--- src/rtl/clr_pkg.sv ---
package clr_pkg;

    parameter int unsigned PC_W   = 32;
    parameter int unsigned INSN_W = 32;

    typedef logic colour_t;

    typedef struct packed {
        logic [INSN_W-1:0] insn;
        logic [PC_W-1:0]   pc;
        colour_t           colour;
    } tagged_word_t;

    typedef struct packed {
        logic [PC_W-1:0] pc;
        colour_t         colour;
    } redirect_t;

    function automatic colour_t next_colour(colour_t cur, logic flip);
        return flip ? ~cur : cur;
    endfunction

endpackage

--- src/rtl/clr_colour_ctrl.sv ---
module clr_colour_ctrl
    import clr_pkg::*;
#(
    parameter logic [PC_W-1:0] RESET_VEC = '0
) (
    input  logic            clk,
    input  logic            rst,
    input  logic            br_take,
    input  logic [PC_W-1:0] br_target,
    input  logic            req_ready,
    output colour_t         colour_q,
    output colour_t         colour_nxt,
    output logic            req_valid,
    output redirect_t       req
);

    logic accept;

    assign accept     = br_take && !req_valid;
    assign colour_nxt = next_colour(colour_q, accept);

    always_ff @(posedge clk) begin
        if (rst) begin
            colour_q  <= 1'b0;
            req_valid <= 1'b1;
            req       <= '{pc: RESET_VEC, colour: 1'b0};
        end else begin
            colour_q <= colour_nxt;
            if (accept) begin
                req_valid <= 1'b1;
                req       <= '{pc: br_target, colour: colour_nxt};
            end else if (req_valid && req_ready) begin
                req_valid <= 1'b0;
            end
        end
    end

    p_req_hold_r2: assert property (@(posedge clk) disable iff (rst)
        req_valid && !req_ready |=> req_valid && $stable(req.pc) && $stable(req.colour));

    p_redirect_r3: assert property (@(posedge clk) disable iff (rst)
        br_take && !req_valid |=> req_valid && req.pc == $past(br_target)
                                  && req.colour != $past(colour_q));

    p_ignore_r4: assert property (@(posedge clk) disable iff (rst)
        br_take && req_valid && !req_ready |=> $stable(colour_q) && $stable(req.pc));

endmodule

--- src/rtl/clr_tag_filter.sv ---
module clr_tag_filter
    import clr_pkg::*;
(
    input  logic         clk,
    input  logic         rst,
    input  colour_t      colour_q,
    input  colour_t      colour_nxt,
    input  logic         in_valid,
    input  tagged_word_t in_word,
    output logic         in_ready,
    output logic         out_valid,
    input  logic         out_ready,
    output tagged_word_t out_word
);

    tagged_word_t held_q;
    logic         held_v;
    logic         live;
    logic         slot_free;
    logic         stale_in;
    logic         keep;

    assign live      = held_v && (held_q.colour == colour_q);
    assign slot_free = !live || out_ready;
    assign stale_in  = in_word.colour != colour_nxt;
    assign keep      = in_valid && !stale_in && slot_free;
    assign in_ready  = slot_free || stale_in;
    assign out_valid = live;
    assign out_word  = held_q;

    always_ff @(posedge clk) begin
        if (rst) begin
            held_v <= 1'b0;
            held_q <= '0;
        end else if (keep) begin
            held_v <= 1'b1;
            held_q <= in_word;
        end else if ((live && out_ready) || held_q.colour != colour_nxt) begin
            held_v <= 1'b0;
        end
    end

    p_stale_ready_r6: assert property (@(posedge clk) disable iff (rst)
        in_valid && stale_in |-> in_ready);

    p_withdraw_r8: assert property (@(posedge clk) disable iff (rst)
        out_valid && !out_ready && colour_nxt != colour_q && !keep |=> !out_valid);

    p_out_hold_r9: assert property (@(posedge clk) disable iff (rst)
        out_valid && !out_ready && colour_nxt == colour_q
        |=> out_valid && $stable(out_word.pc) && $stable(out_word.insn));

    p_backpressure_r10: assert property (@(posedge clk) disable iff (rst)
        out_valid && !out_ready && in_valid && !stale_in |-> !in_ready);

endmodule

--- src/rtl/clr_stream_filter.sv ---
module clr_stream_filter
    import clr_pkg::*;
#(
    parameter logic [PC_W-1:0] RESET_VEC = 32'h0000_0100
) (
    input  logic              clk,
    input  logic              rst,
    input  logic              in_valid,
    output logic              in_ready,
    input  logic [INSN_W-1:0] in_insn,
    input  logic [PC_W-1:0]   in_pc,
    input  logic              in_colour,
    output logic              out_valid,
    input  logic              out_ready,
    output logic [INSN_W-1:0] out_insn,
    output logic [PC_W-1:0]   out_pc,
    input  logic              br_take,
    input  logic [PC_W-1:0]   br_target,
    output logic              req_valid,
    input  logic              req_ready,
    output logic [PC_W-1:0]   req_pc,
    output logic              req_colour
);

    colour_t      colour_q;
    colour_t      colour_nxt;
    redirect_t    req;
    tagged_word_t in_word;
    tagged_word_t out_word;

    assign in_word    = '{insn: in_insn, pc: in_pc, colour: in_colour};
    assign out_insn   = out_word.insn;
    assign out_pc     = out_word.pc;
    assign req_pc     = req.pc;
    assign req_colour = req.colour;

    clr_colour_ctrl #(.RESET_VEC(RESET_VEC)) u_ctrl (
        .clk        (clk),
        .rst        (rst),
        .br_take    (br_take),
        .br_target  (br_target),
        .req_ready  (req_ready),
        .colour_q   (colour_q),
        .colour_nxt (colour_nxt),
        .req_valid  (req_valid),
        .req        (req)
    );

    clr_tag_filter u_filt (
        .clk        (clk),
        .rst        (rst),
        .colour_q   (colour_q),
        .colour_nxt (colour_nxt),
        .in_valid   (in_valid),
        .in_word    (in_word),
        .in_ready   (in_ready),
        .out_valid  (out_valid),
        .out_ready  (out_ready),
        .out_word   (out_word)
    );

    p_reset_state_r1: assert property (@(posedge clk)
        $past(rst) && !rst |-> req_valid && req_pc == RESET_VEC && !req_colour && !out_valid);

endmodule

--- config.mk ---
export PLATFORM = sky130hd
export DESIGN_NAME = clr_stream_filter
export DESIGN_NICKNAME = d
export VERILOG_FILES = /design/src/rtl/clr_pkg.sv /design/src/rtl/clr_colour_ctrl.sv /design/src/rtl/clr_tag_filter.sv /design/src/rtl/clr_stream_filter.sv
export SDC_FILE = /design/constraint.sdc
export NUM_CORES = 1
export LEC_CHECK = 0
export ABC_AREA = 1
export BUFFER_PORTS_ARGS = -buffer_cell sky130_fd_sc_hd__buf_2
export CAP_MARGIN = 25
export CORE_AREA = 2 2 98 100
export DETAILED_ROUTE_END_ITERATION = 8
export DIE_AREA = 0 0 100 102
export GPL_TIMING_DRIVEN = 0
export PLACE_DENSITY_LB_ADDON = 0.08
export SLEW_MARGIN = 25
export SYNTH_ARGS = -nofsm -noshare
export SYNTH_HDL_FRONTEND = slang
export SYNTH_SLANG_ARGS = --single-unit
export TNS_END_PERCENT = 30
--- constraint.sdc ---
create_clock -name clk -period 2.6 [get_ports clk]
set_input_delay 0.52 -clock clk [delete_from_list [all_inputs] [get_ports clk]]
set_output_delay 0.52 -clock clk [all_outputs]
set_load 0.05 [all_outputs]
Yosys cells after proc, flatten, opt, wreduce, memory -nomap -nowiden:

Cells that the tools add are included.

* bitwise gates (word level): 1
* equal/unequal tests: 3
* muxes and demuxes: 3
* reduce and logical (&&, ||, !) cells: 14

Operators with widths (count)
* $logic_and A1 B1 Y1: 6
* $logic_not A1 Y1: 3
* $logic_or A1 B1 Y1: 3
* $mux W1: 3
* $ne A1 B1 Y1: 2
* $reduce_bool A2 Y1: 1
* $reduce_or A2 Y1: 1
* $eq A1 B1 Y1: 1
* $not A1 Y1: 1

* logic and storage cells: 29
* bits in registers: 101
* output and inout port bits: 100

Depth between registers and ports, before layout:

* depth after elaboration: 8
* gate-level depth with buffers: 11
* gate-level depth less buffers: 10

Hierarchy:

A second synthesis with hierarchy kept.

* cells, all modules: 663
* area total of the unflattened synthesis: 4424.2 µm²

Modules (own cells, without submodules)
* clr_tag_filter: instances 1, area each 2985.4 µm², cells an instance 448
* clr_colour_ctrl: instances 1, area each 1438.9 µm², cells an instance 215

Worst setup path before layout:

OpenSTA, ideal clock, no wires.

* path type: register to output
* start point: reg u_ctrl.req_valid
* end point: out in_ready
* stages on the path, launching flop included: 9
* arrival: 1.638 ns
* path slack: 0.442 ns
* path buffers: 1
* data required time: 2.080 ns
* path through: dfxtp_1 inv_2 nand2_2 nand2_2 nand2_1 nand2_1 nand2_2 buf_2 nand2_1

* cells in the longest elaborated chain, start to end: 5

Ends and longest elaborated chain
* from (decl): line clr_colour_ctrl.sv:13 `output logic req_valid,`
* from (signal assigned): line clr_colour_ctrl.sv:25 `req_valid <= 1'b1;`
* from (signal assigned): line clr_colour_ctrl.sv:30 `req_valid <= 1'b1;`
* from (signal assigned): line clr_colour_ctrl.sv:33 `req_valid <= 1'b0;`
* $logic_not A1 Y1: line clr_colour_ctrl.sv:19 `assign accept = br_take && !req_valid;`
* $logic_and A1 B1 Y1: line clr_colour_ctrl.sv:19
* $mux W1: line clr_pkg.sv:20 `return flip ? ~cur : cur;`
* $ne A1 B1 Y1: line clr_tag_filter.sv:25 `assign stale_in = in_word.colour != colour_nxt;`
* $logic_or A1 B1 Y1: line clr_tag_filter.sv:27 `assign in_ready = slot_free || stale_in;`
* to (decl): line clr_stream_filter.sv:9 `output logic in_ready,`

No other way between the ends.

Worst setup path after layout:

Ends and elaborated chain as after synthesis.

==> impl_metrics.tcl <==
set metrics [dict create \
    cellPowerDensity_nw_per_um2 661 \
    cts_resized 0 \
    dieHeight_um 102 \
    final_cells 916 \
    seqCellArea_um2 2020 \
    drtIter0Drc 120 \
    crit_type "reg2out" \
    critPathMaxStageDelay_ns 0.36 \
    finalWeightedCongestion 0.802 \
    setup_viol 0 \
    ys_seq_elements 101 \
    yosys_warnings 0 \
    grt_start_max_net_pins 19 \
    wl_um 10700 \
    cts_sinks 101 \
    fin_crit_sh_pct 88.6 \
    port_buffers 202 \
    vias 4212 \
    fin_skew_ns 0.0112 \
    clk_path_buf_depth 2 \
    ir_worst_vdd_v 0.000324 \
    clk_pin_slew_ns 0.10 \
    io_pins 203 \
    postCtsHoldBufs 0 \
    numCtsBuffers 9 \
    fillCellCount 874 \
    cp-start-kind "register" \
    viasPerCell 4.60 \
    slew_headroom_pct 69.1 \
    postRouteAntennaNets 0 \
    required_ns 2.08 \
    ys_types 21 \
    worstPathMaxFanout 10 \
    gr-total-overflow 0 \
    r2r-end "u_filt.out_word[5]" \
    wl_met2_um 5060 \
    rrSetupSlack_ns 1.06 \
    die_w_um 100 \
    cpMaxStageDelayCell "dfxtp_1" \
    dr.pass1.iters 4 \
    synth_fp_nets 690 \
    tns_ns 0 \
    wl_met3_um 818 \
    finalNetCount 903 \
    grtUsageTotal_pct 21.0 \
    dp_hpwl_um 8220 \
    tightestPinTransition_ns 0.464 \
    status "finished clean" \
    syn-cell-area_um2 4520 \
    yosysSeqAreaShare_pct 44.7 \
    drv_cap 0 \
    r2r_start "u_ctrl.req_valid" \
    drc 0 \
    layout-drive-gt1-share_pct 38.9 \
    hold_end "u_ctrl.req[9]" \
    min_period_ns 2.30 \
    hold_viol_final 0 \
    die_area_um2 10200 \
    multi_input_area_um2 1740 \
    routedWlPerCell_um 11.7 \
    postCtsSetupRepairBufs 0 \
    hold_path_depth 3 \
    fp-row-count 35 \
    endpoint_kind "output pin" \
    insertion_delay_ns 0.36 \
    met1Wirelength_um 4620 \
    clock.fmax_ghz 0.434 \
    initial_core_util_pct 49.7 \
    hold_start "br_target[8]" \
    grt_pass1_vias 3987 \
    num_antenna_cells 0 \
    cts_tree "done" \
    grt_pass1_wl_um 17300 \
    rr_worst_depth 11 \
    rsz0062_at_grt "no" \
    cp_data_arrival_time_ns 1.78 \
    crit_chain "inv_2 -> nand2_2 -> nand2_2 -> nand2_1 -> nand2_1 -> nand2_2 -> buf_2 -> nand2_1 -> buf_2" \
    cts_root_buf "clkbuf_8" \
    area_delta_synth_final_pct 29.4 \
    htree_num_levels 3 \
    worst_hold_slack_ns 0.359 \
    highest_layer "met4" \
    p_leak_uw 0.00304 \
    synthCells 587 \
    dp.cells 900 \
    avgSynthCellArea_um2 7.71 \
    maxSlewViolCount 0 \
    antenna_found_initial 0 \
    core_um2 9110 \
    hp-class "in2reg" \
]
[flip-flops by register name, summed over array words and instances, names as in the netlist]
| register | cells |
|---|---|
| u_ctrl.colour_q | 1 |
| u_ctrl.req | 33 |
| u_ctrl.req_valid | 1 |
| u_filt.held_v | 1 |
| u_filt.out_word | 65 |
[Yosys cell counts, drive strengths merged]
master / instances / area, µm²
nand2: 79 / 307
nor2: 192 / 731
buf: 84 / 664
clkinv: 1 / 3.75
dfxtp: 101 / 2020
o211ai: 1 / 7.51
nand3b: 65 / 488
a21oi: 4 / 20.0
inv: 7 / 28.8
nand3: 5 / 30.0
clkbuf: 16 / 60.1
nand4: 1 / 6.26
o21ai: 31 / 155
[layout make-up]
class | instances | area share [%]
clock inverters | 7 | 0.941
clock buffers | 9 | 2.12
well taps | 111 | 2.37
multi-input cells | 378 | 29.8
inverters | 8 | 0.556
repair buffers | 202 | 17.3
plain buffers | 100 | 12.4
flip-flops and latches | 101 | 34.6
[report_power, final]
group          internal, µW  switching (µW)
Clock                   360             566
Sequential             1680            62.9
Combinational           415             786
[layout by cell type (no fill, tap or decap), types with 9 or more instances in the layout]
cell,netlist,layout
buf_4,70,70
clkbuf_8,0,9
nand3b_1,65,65
nor2_1,190,190
o21ai_0,31,31
clkbuf_1,16,16
buf_6,11,11
dfxtp_1,101,101
nand2_1,75,75
buf_2,3,205
[through the flow]
stage	instance area (µm²)	power (µW)	util, %	worst slack, ns
after floorplan	4520	2710	-	0.442
after global placement	5670	2960	62.3	0.441
after detailed placement	5670	2980	62.3	0.401
after CTS	5850	3910	64.2	0.254
after global routing	5850	4070	64.2	0.0959
final	5850	3870	64.2	0.298
[kinds of logic after synthesis]
| logic type | after synthesis | share of synthesized area (%) |
|---|---|---|
| AO/OA/AOI/OAI | 36 | 4.04 |
| buffers and inverters | 108 | 16.7 |
| flip-flops | 101 | 44.7 |
| AND/OR/NAND/NOR | 342 | 34.5 |
[worst max-delay path by stage]
stage                           startpoint       end  slack [ns]  cells after the start
after floorplan           u_ctrl.req_valid  in_ready        0.44                      8
after global placement             br_take  in_ready        0.44                      9
after detailed placement           br_take  in_ready        0.40                      9
after CTS                 u_ctrl.req_valid  in_ready        0.25                      9
after global routing      u_ctrl.req_valid  in_ready         0.1                      9
final                     u_ctrl.req_valid  in_ready        0.30                      9
[layer usage]
layer	vias up	global-route usage [%]
met3	16	6.84
met2	129	36.8
met5	-	0
li1	2198	-
met4	0	7.06
met1	1869	24.2
[critical path: cells and delay by family, from the launching register on]
family	cells	cell delay (ns)
and+or+nand+nor	6	0.56
buffers and inverters	3	0.50
DFF	1	0.36
Power figures use the tool's default switching activity.
